## config.mk

```make
export PLATFORM = sky130hd
export DESIGN_NAME = setup_msg_sequencer
export DESIGN_NICKNAME = d
export VERILOG_FILES = /design/src/rtl/ssq_pkg.sv /design/src/rtl/ssq_byte_assembler.sv /design/src/rtl/ssq_peer_counts.sv /design/src/rtl/setup_msg_sequencer.sv
export SDC_FILE = /design/constraint.sdc
export NUM_CORES = 1
export LEC_CHECK = 0
export ABC_CLOCK_PERIOD_IN_PS = 3950
export BUFFER_PORTS_ARGS = -buffer_cell sky130_fd_sc_hd__clkbuf_2
export CAP_MARGIN = 20
export CORE_ASPECT_RATIO = 0.5
export CORE_MARGIN = 2
export CORE_UTILIZATION = 40
export DETAILED_ROUTE_END_ITERATION = 8
export PLACE_DENSITY_LB_ADDON = 0.05
export SLEW_MARGIN = 20
export SYNTH_ARGS = -nofsm -noshare
export SYNTH_HDL_FRONTEND = slang
export SYNTH_SLANG_ARGS = --single-unit
```

## constraint.sdc

```tcl
create_clock -name clk -period 3.95 [get_ports clk]
set_input_delay 0.1975 -clock clk [delete_from_list [all_inputs] [get_ports clk]]
set_output_delay 0.1975 -clock clk [all_outputs]
set_load 0.05 [all_outputs]
```

## src/rtl/ssq_pkg.sv

```systemverilog
package ssq_pkg;
    localparam int ID_LIMIT = 65535;

    typedef enum logic [2:0] {
        PH_VER, PH_ID, PH_SETUP, PH_RUN, PH_HALT
    } phase_e;

    typedef enum logic [3:0] {
        E_NONE     = 4'd0,
        E_VERSION  = 4'd1,
        E_ID       = 4'd2,
        E_RANGE    = 4'd3,
        E_DUP_MEM  = 4'd4,
        E_VEC_FULL = 4'd5,
        E_DISC     = 4'd6,
        E_MASTER   = 4'd7,
        E_NO_ROOM  = 4'd8
    } err_e;
endpackage

```

## src/rtl/ssq_byte_assembler.sv

```systemverilog
module ssq_byte_assembler #(
    parameter int MSG_BYTES = 8
) (
    input  logic                   clk,
    input  logic                   rst_n,
    input  logic                   in_vld,
    input  logic [7:0]             in_byte,
    input  logic                   in_hnd,
    output logic                   out_vld,
    output logic [MSG_BYTES*8-1:0] out_val,
    output logic                   out_hnd
);
    localparam int CW   = $clog2(MSG_BYTES);
    localparam int BUFW = (MSG_BYTES - 1) * 8;

    typedef struct packed {
        logic [CW-1:0]   cnt;
        logic [BUFW-1:0] data;
    } asm_t;

    asm_t q, d;
    logic last;

    always_comb begin
        d    = q;
        last = in_vld && (q.cnt == CW'(MSG_BYTES - 1));
        if (in_vld) begin
            if (last) begin
                d.cnt = '0;
            end else begin
                d.cnt = q.cnt + 1'b1;
                d.data[q.cnt*8 +: 8] = in_byte;
            end
        end
    end

    always_ff @(posedge clk or negedge rst_n) begin
        if (!rst_n) q <= '0;
        else        q <= d;
    end

    assign out_vld = last;
    assign out_val = {in_byte, q.data};
    assign out_hnd = in_hnd;
endmodule

```

## src/rtl/ssq_peer_counts.sv

```systemverilog
module ssq_peer_counts #(
    parameter int NUM_PEERS   = 32,
    parameter int NUM_VECTORS = 4
) (
    input  logic                                 clk,
    input  logic                                 rst_n,
    input  logic [$clog2(NUM_PEERS)-1:0]         idx,
    input  logic                                 inc,
    input  logic                                 clr,
    output logic [$clog2(NUM_VECTORS+1)-1:0]     cnt_o
);
    localparam int PW = $clog2(NUM_PEERS);
    localparam int CW = $clog2(NUM_VECTORS + 1);

    logic [CW-1:0] cnt_q [NUM_PEERS];
    logic [CW-1:0] cnt_d [NUM_PEERS];

    for (genvar g = 0; g < NUM_PEERS; g++) begin : g_entry
        always_comb begin
            cnt_d[g] = cnt_q[g];
            if (idx == PW'(g)) begin
                if (clr)      cnt_d[g] = '0;
                else if (inc) cnt_d[g] = cnt_q[g] + 1'b1;
            end
        end

        always_ff @(posedge clk or negedge rst_n) begin
            if (!rst_n) cnt_q[g] <= '0;
            else        cnt_q[g] <= cnt_d[g];
        end

        // the sequencer never lets a count pass the vector limit
        a_r8_count_bound: assert property (@(posedge clk) disable iff (!rst_n)
            cnt_q[g] <= CW'(NUM_VECTORS));
    end

    assign cnt_o = cnt_q[idx];
endmodule

```

## src/rtl/setup_msg_sequencer.sv

```systemverilog
module setup_msg_sequencer
    import ssq_pkg::*;
#(
    parameter logic [63:0] PROTO_VERSION = 64'd0,
    parameter int          NUM_VECTORS   = 4,
    parameter int          MAX_PEERS     = 32,
    parameter int          INIT_CAP      = 16
) (
    input  logic                              clk,
    input  logic                              rst_n,
    input  logic                              cfg_master,
    input  logic                              rx_valid,
    input  logic [7:0]                        rx_byte,
    input  logic                              rx_handle,
    output logic                              conn_stb,
    output logic [15:0]                       conn_peer,
    output logic [$clog2(NUM_VECTORS+1)-1:0]  conn_vec,
    output logic                              disc_stb,
    output logic [15:0]                       disc_peer,
    output logic                              mem_ready,
    output logic                              err_flag,
    output logic [3:0]                        err_code
);
    localparam int CW = $clog2(NUM_VECTORS + 1);
    localparam int PW = $clog2(MAX_PEERS);

    typedef struct packed {
        phase_e        phase;
        logic [16:0]   cap;
        logic [15:0]   own;
        logic          err;
        err_e          code;
        logic          conn;
        logic [15:0]   conn_peer;
        logic [CW-1:0] conn_vec;
        logic          disc;
        logic [15:0]   disc_peer;
        logic          mem;
    } seq_t;

    seq_t q, d;

    logic        msg_vld, msg_hnd;
    logic [63:0] msg_val;
    logic        cnt_inc, cnt_clr;
    logic [CW-1:0] cur_cnt;

    ssq_byte_assembler #(.MSG_BYTES(8)) i_asm (
        .clk(clk), .rst_n(rst_n),
        .in_vld(rx_valid), .in_byte(rx_byte), .in_hnd(rx_handle),
        .out_vld(msg_vld), .out_val(msg_val), .out_hnd(msg_hnd)
    );

    logic [15:0] peer;
    assign peer = msg_val[15:0];

    ssq_peer_counts #(.NUM_PEERS(MAX_PEERS), .NUM_VECTORS(NUM_VECTORS)) i_cnt (
        .clk(clk), .rst_n(rst_n),
        .idx(peer[PW-1:0]), .inc(cnt_inc), .clr(cnt_clr), .cnt_o(cur_cnt)
    );

    logic signed [63:0] sval;
    logic out_range, is_mem, id_bad, no_room, known;
    err_e err_now;

    always_comb begin
        sval      = $signed(msg_val);
        out_range = (sval < -64'sd1) || (sval > 64'sd65535);
        is_mem    = (sval == -64'sd1);
        id_bad    = msg_hnd || (sval < 64'sd0) || (sval > 64'(ID_LIMIT));
        no_room   = ({1'b0, peer} >= 17'(MAX_PEERS));
        known     = ({1'b0, peer} < q.cap);

        d        = q;
        d.conn   = 1'b0;
        d.disc   = 1'b0;
        d.mem    = 1'b0;
        cnt_inc  = 1'b0;
        cnt_clr  = 1'b0;
        err_now  = E_NONE;

        if (msg_vld) begin
            unique case (q.phase)
                PH_VER: begin
                    if (msg_val == PROTO_VERSION && !msg_hnd) d.phase = PH_ID;
                    else                                      err_now = E_VERSION;
                end
                PH_ID: begin
                    if (id_bad) begin
                        err_now = E_ID;
                    end else begin
                        d.own = peer;
                        if (cfg_master && peer != 16'd0) err_now = E_MASTER;
                        else                             d.phase = PH_SETUP;
                    end
                end
                PH_SETUP, PH_RUN: begin
                    if (out_range) begin
                        err_now = E_RANGE;
                    end else if (is_mem) begin
                        if (q.phase == PH_SETUP) begin
                            d.mem   = 1'b1;
                            d.phase = PH_RUN;
                        end else begin
                            err_now = E_DUP_MEM;
                        end
                    end else if (no_room) begin
                        err_now = E_NO_ROOM;
                    end else begin
                        if (!known) d.cap = {1'b0, peer} + 17'd1;
                        if (msg_hnd) begin
                            if (cur_cnt >= CW'(NUM_VECTORS)) begin
                                err_now = E_VEC_FULL;
                            end else begin
                                d.conn      = 1'b1;
                                d.conn_peer = peer;
                                d.conn_vec  = cur_cnt;
                                cnt_inc     = 1'b1;
                            end
                        end else if (peer == q.own || !known) begin
                            err_now = E_DISC;
                        end else begin
                            d.disc      = 1'b1;
                            d.disc_peer = peer;
                            cnt_clr     = 1'b1;
                        end
                    end
                end
                default: ;
            endcase
        end

        if (err_now != E_NONE) begin
            if (!q.err) begin
                d.err  = 1'b1;
                d.code = err_now;
            end
            if (q.phase != PH_RUN) d.phase = PH_HALT;
        end
    end

    always_ff @(posedge clk or negedge rst_n) begin
        if (!rst_n) begin
            q       <= '0;
            q.phase <= PH_VER;
            q.cap   <= 17'(INIT_CAP);
            q.code  <= E_NONE;
        end else begin
            q <= d;
        end
    end

    assign conn_stb  = q.conn;
    assign conn_peer = q.conn_peer;
    assign conn_vec  = q.conn_vec;
    assign disc_stb  = q.disc;
    assign disc_peer = q.disc_peer;
    assign mem_ready = q.mem;
    assign err_flag  = q.err;
    assign err_code  = q.code;

    // event strobes never overlap
    a_r6_one_event: assert property (@(posedge clk) disable iff (!rst_n)
        $onehot0({conn_stb, disc_stb, mem_ready}));
    // memory-ready only marks the step from setup into run
    a_r6_mem_from_setup: assert property (@(posedge clk) disable iff (!rst_n)
        mem_ready |-> (q.phase == PH_RUN && $past(q.phase) == PH_SETUP));
    // handed-out vectors stay inside the configured range
    a_r7_vec_bound: assert property (@(posedge clk) disable iff (!rst_n)
        conn_stb |-> (conn_vec < CW'(NUM_VECTORS)));
    // own ID is never reported as disconnected
    a_r10_no_own_disc: assert property (@(posedge clk) disable iff (!rst_n)
        disc_stb |-> (disc_peer != q.own));
    // capacity only grows
    a_r11_cap_grows: assert property (@(posedge clk) disable iff (!rst_n)
        q.cap >= $past(q.cap));
    // error flag and first code are sticky
    a_r13_err_sticky: assert property (@(posedge clk) disable iff (!rst_n)
        $past(err_flag) |-> (err_flag && $stable(err_code)));
    // a halted block stays silent
    a_r13_halt_quiet: assert property (@(posedge clk) disable iff (!rst_n)
        (q.phase == PH_HALT) |=> !(conn_stb || disc_stb || mem_ready));
endmodule

```

==> results.json <==
{
  "synth.most_common_cell": "dfrtp_1",
  "grt_overflow_total": 0,
  "root_buffer": "clkbuf_16",
  "rsz0062_at_grt": "no",
  "fin_nets": 1308,
  "viasPerCell": 5.68,
  "synthesis.area_per_instance_um2": 10.0,
  "cpPeakStageDelay_ps": 790,
  "slew_viol_final": 0,
  "first_global_vias": 9246,
  "start_util": 0.407,
  "ys_async_sr_fraction": 1.00,
  "rows": 45,
  "tightest_slew_ps": 920,
  "crit_chain": "nand4_1, nor4_1, nand4_1, nor2b_2, o41a_1, nor3_4, nand2_2, mux2_4",
  "grt_pass1_wl_mm": 53.7,
  "clock_skew_ps": 12.5,
  "hold_viol": 0,
  "placed_cells": 1607,
  "path_max_fanout": 15,
  "comb_power_share": 0.268,
  "numCtsBuffers": 24,
  "route.vias.total": 9403,
  "die_w_um": 253,
  "critPathKind": "flip-flop to flip-flop",
  "synthToLayoutAreaGrowth_pct": 11.1,
  "stdcell_count": 1655,
  "drtIter0Drc": 688,
  "power_switching_uw": 2690,
  "max-clock-path-buffers": 3,
  "min_path_type": "input pin to flip-flop",
  "drc": 0,
  "p_clk_frac": 0.327,
  "synthCells": 1234,
  "insertedDiodeCount": 0,
  "synth_area_leaders": "dfrtp_1, nand2_1, ha_1",
  "wirelength_mm": 33.7,
  "dpl_worst_slack_ps": 357,
  "synth_top_area_frac": 0.472,
  "critPathArrivalTime_ps": 3970,
  "maxCapViolCount": 0,
  "cts_tree": "built",
  "outcome": "finished, final reports clean",
  "hpwl_mm": 22.8,
  "synth.yosys.warnings": 0,
  "die_h_um": 128,
  "timing.critical_path.mode_cell": "nand4_1",
  "worstSetupStartpointType": "flip-flop",
  "required_ps": 4370,
  "yosysTopAreaCell": "dfrtp_1",
  "p_int_uw": 4670,
  "synth_area_um2": 12400,
  "synth_common_cells": "dfrtp_1, nand2_1, o31ai_1",
  "p_per_area_nw_per_um2": 537,
  "synth_top_flop_cell": "dfrtp_1",
  "slew-limit-headroom": 0.384,
  "gr-usage-all-layers": 0.214,
  "fin_setup_tns_ps": 0,
  "setup_violations": 0,
  "grt_start_max_net_pins": 94,
  "pin_count": 56,
  "routabilityCongestion": 0.825,
  "worstSkewPairLatency_ps": 540,
  "fmax_ghz": 0.282,
  "p_sw_frac": 0.365,
  "ys_seq_area_frac": 0.474,
  "slowest_stage": "dfrtp_1",
  "layout_setup_ws_ps": 403,
  "synth-seq-cells": 234,
  "synth_fp_nets": 1304,
  "ant_nets": 0,
  "fillers": 2845,
  "core_um2": 30300,
  "post-cts-setup-buffers": 0,
  "htreeDepth": 1,
  "finalCritPeriodShare": 0.898,
  "ys_types": 63,
  "power_frac_seq": 0.404,
  "wl_per_cell_um": 20.4,
  "antenna_found_initial": 0,
  "finalCriticalPeriod_ps": 3550,
  "vdd_drop_max_mv": 0.283,
  "clock_sinks": 234,
  "drive_gt1_frac": 0.158,
  "clkTransAtPathRegs_ps": 70,
  "p_leak_uw": 0.00639,
  "cp-end-kind": "flip-flop",
  "drtPass1Iterations": 5,
  "die_area_um2": 32400,
  "numPortBuffers": 55,
  "synth_edf_count": 0
}
## critical path: cells and delay by family (launching register included)
family / cells / cell delay (ps)
AO/OA/AOI/OAI: 1 / 630
multiplexers: 1 / 320
AND/OR/NAND/NOR: 6 / 1670
flip-flops: 1 / 790
## metal layers
layer / wire (um) / up-vias / GRT usage
met5: 0 / - / 0
met4: 689 / 0 / 0.0498
met3: 1470 / 51 / 0.0343
met2: 15600 / 193 / 0.350
met1: 15900 / 4722 / 0.299
li1: - / 4437 / -
## cell type report
type,instances,area [um^2],area share
clock buffers,32,702,0.0511
clock inverters,12,123,0.00894
inverters,43,161,0.0118
multi-input cells,845,5760,0.420
flip-flops and latches,234,5860,0.427
well taps,399,499,0.0364
repair buffers,90,621,0.0452
## cell usage in the layout (no fill, tap or decap), types with 4 or more instances in the layout
cell type,netlist,routed
dfrtp_1,233,232
nand2_1,193,193
o31ai_1,67,67
o21ai_0,62,62
ha_1,57,57
nand3_1,56,56
clkbuf_2,0,54
nor2_1,47,47
a21oi_1,43,43
inv_1,42,42
o21ai_1,35,35
nand4_1,26,26
mux4_2,26,26
buf_4,41,26
mux2_2,25,25
clkbuf_16,0,25
nor4_1,23,22
a32o_1,22,22
nor2b_1,20,20
xor2_1,17,17
nor3_1,16,16
a31oi_1,14,14
and2_1,13,13
a21o_1,12,12
nand2b_1,7,7
and3_1,6,6
clkbuf_8,0,5
clkinvlp_4,0,5
clkinv_2,0,5
buf_12,0,5
nor3b_1,4,4
and4_1,4,4
dlygate4sd3_1,0,4
## kinds of logic after synthesis
group	after synthesis	share of synthesized area
AOI/OAI and AO/OA	275	0.144
xor gates and xnor gates	19	0.0135
adders and majority gates	57	0.0577
buffers and inverters	155	0.0626
DFF	234	0.474
muxes	57	0.0765
and+or+nand+nor	437	0.171
## flip-flops by register name, indices dropped and copies added, names as in the netlist
signal	cells
i_cnt.cnt_q	96
i_asm.out_val	56
q	36
conn_peer	16
disc_peer	16
err_code	4
conn_vec	3
i_asm.q	3
conn_stb	1
disc_stb	1
err_flag	1
mem_ready	1
## power groups by stage
| stage | combinational [uW] | sequential [uW] | clock, uW |
|---|---|---|---|
| 2_1_floorplan | 1330 | 2910 | 0 |
| 6_report | 1980 | 2980 | 2410 |
| 4_1_cts | 1990 | 2980 | 2470 |
| 3_5_place_dp | 1980 | 3020 | 0 |
| 5_1_grt | 2200 | 3020 | 2570 |
| 3_3_place_gp | 1980 | 3010 | 0 |
## timing repair
action | 4_1_cts | 5_1_grt
hold endpoints to repair | 95 | 0
hold buffers | 4 | 0
resized for setup | 0 | 0
## stage by stage
stage / area, um^2 / utilization / total power, uW / hold WS [ps]
global placement: 12900 / 0.424 / 4990 / 268
global route: 13700 / 0.452 / 7790 / 52.4
floorplan: 12400 / - / 4250 / -98.1
CTS: 13700 / 0.452 / 7450 / 6.62
finish: 13700 / 0.452 / 7370 / 21.5
detailed placement: 12900 / 0.424 / 5010 / 272
## final timing paths
path | from | end | slack, ps | cells past startpoint
min in group asynchronous | rst_n | disc_peer[5] | 230 | 2
min reg2reg | q[75] | q[75] | 410 | 0
max | i_asm.out_val[3] | i_cnt.cnt_q[63] | 400 | 8
min | rx_byte[4] | i_asm.out_val[20] | 20 | 3
max in group asynchronous | rst_n | conn_peer[15] | 2490 | 3
max reg2reg | i_asm.out_val[3] | i_cnt.cnt_q[63] | 400 | 8
(Power assumes the default switching activity.)
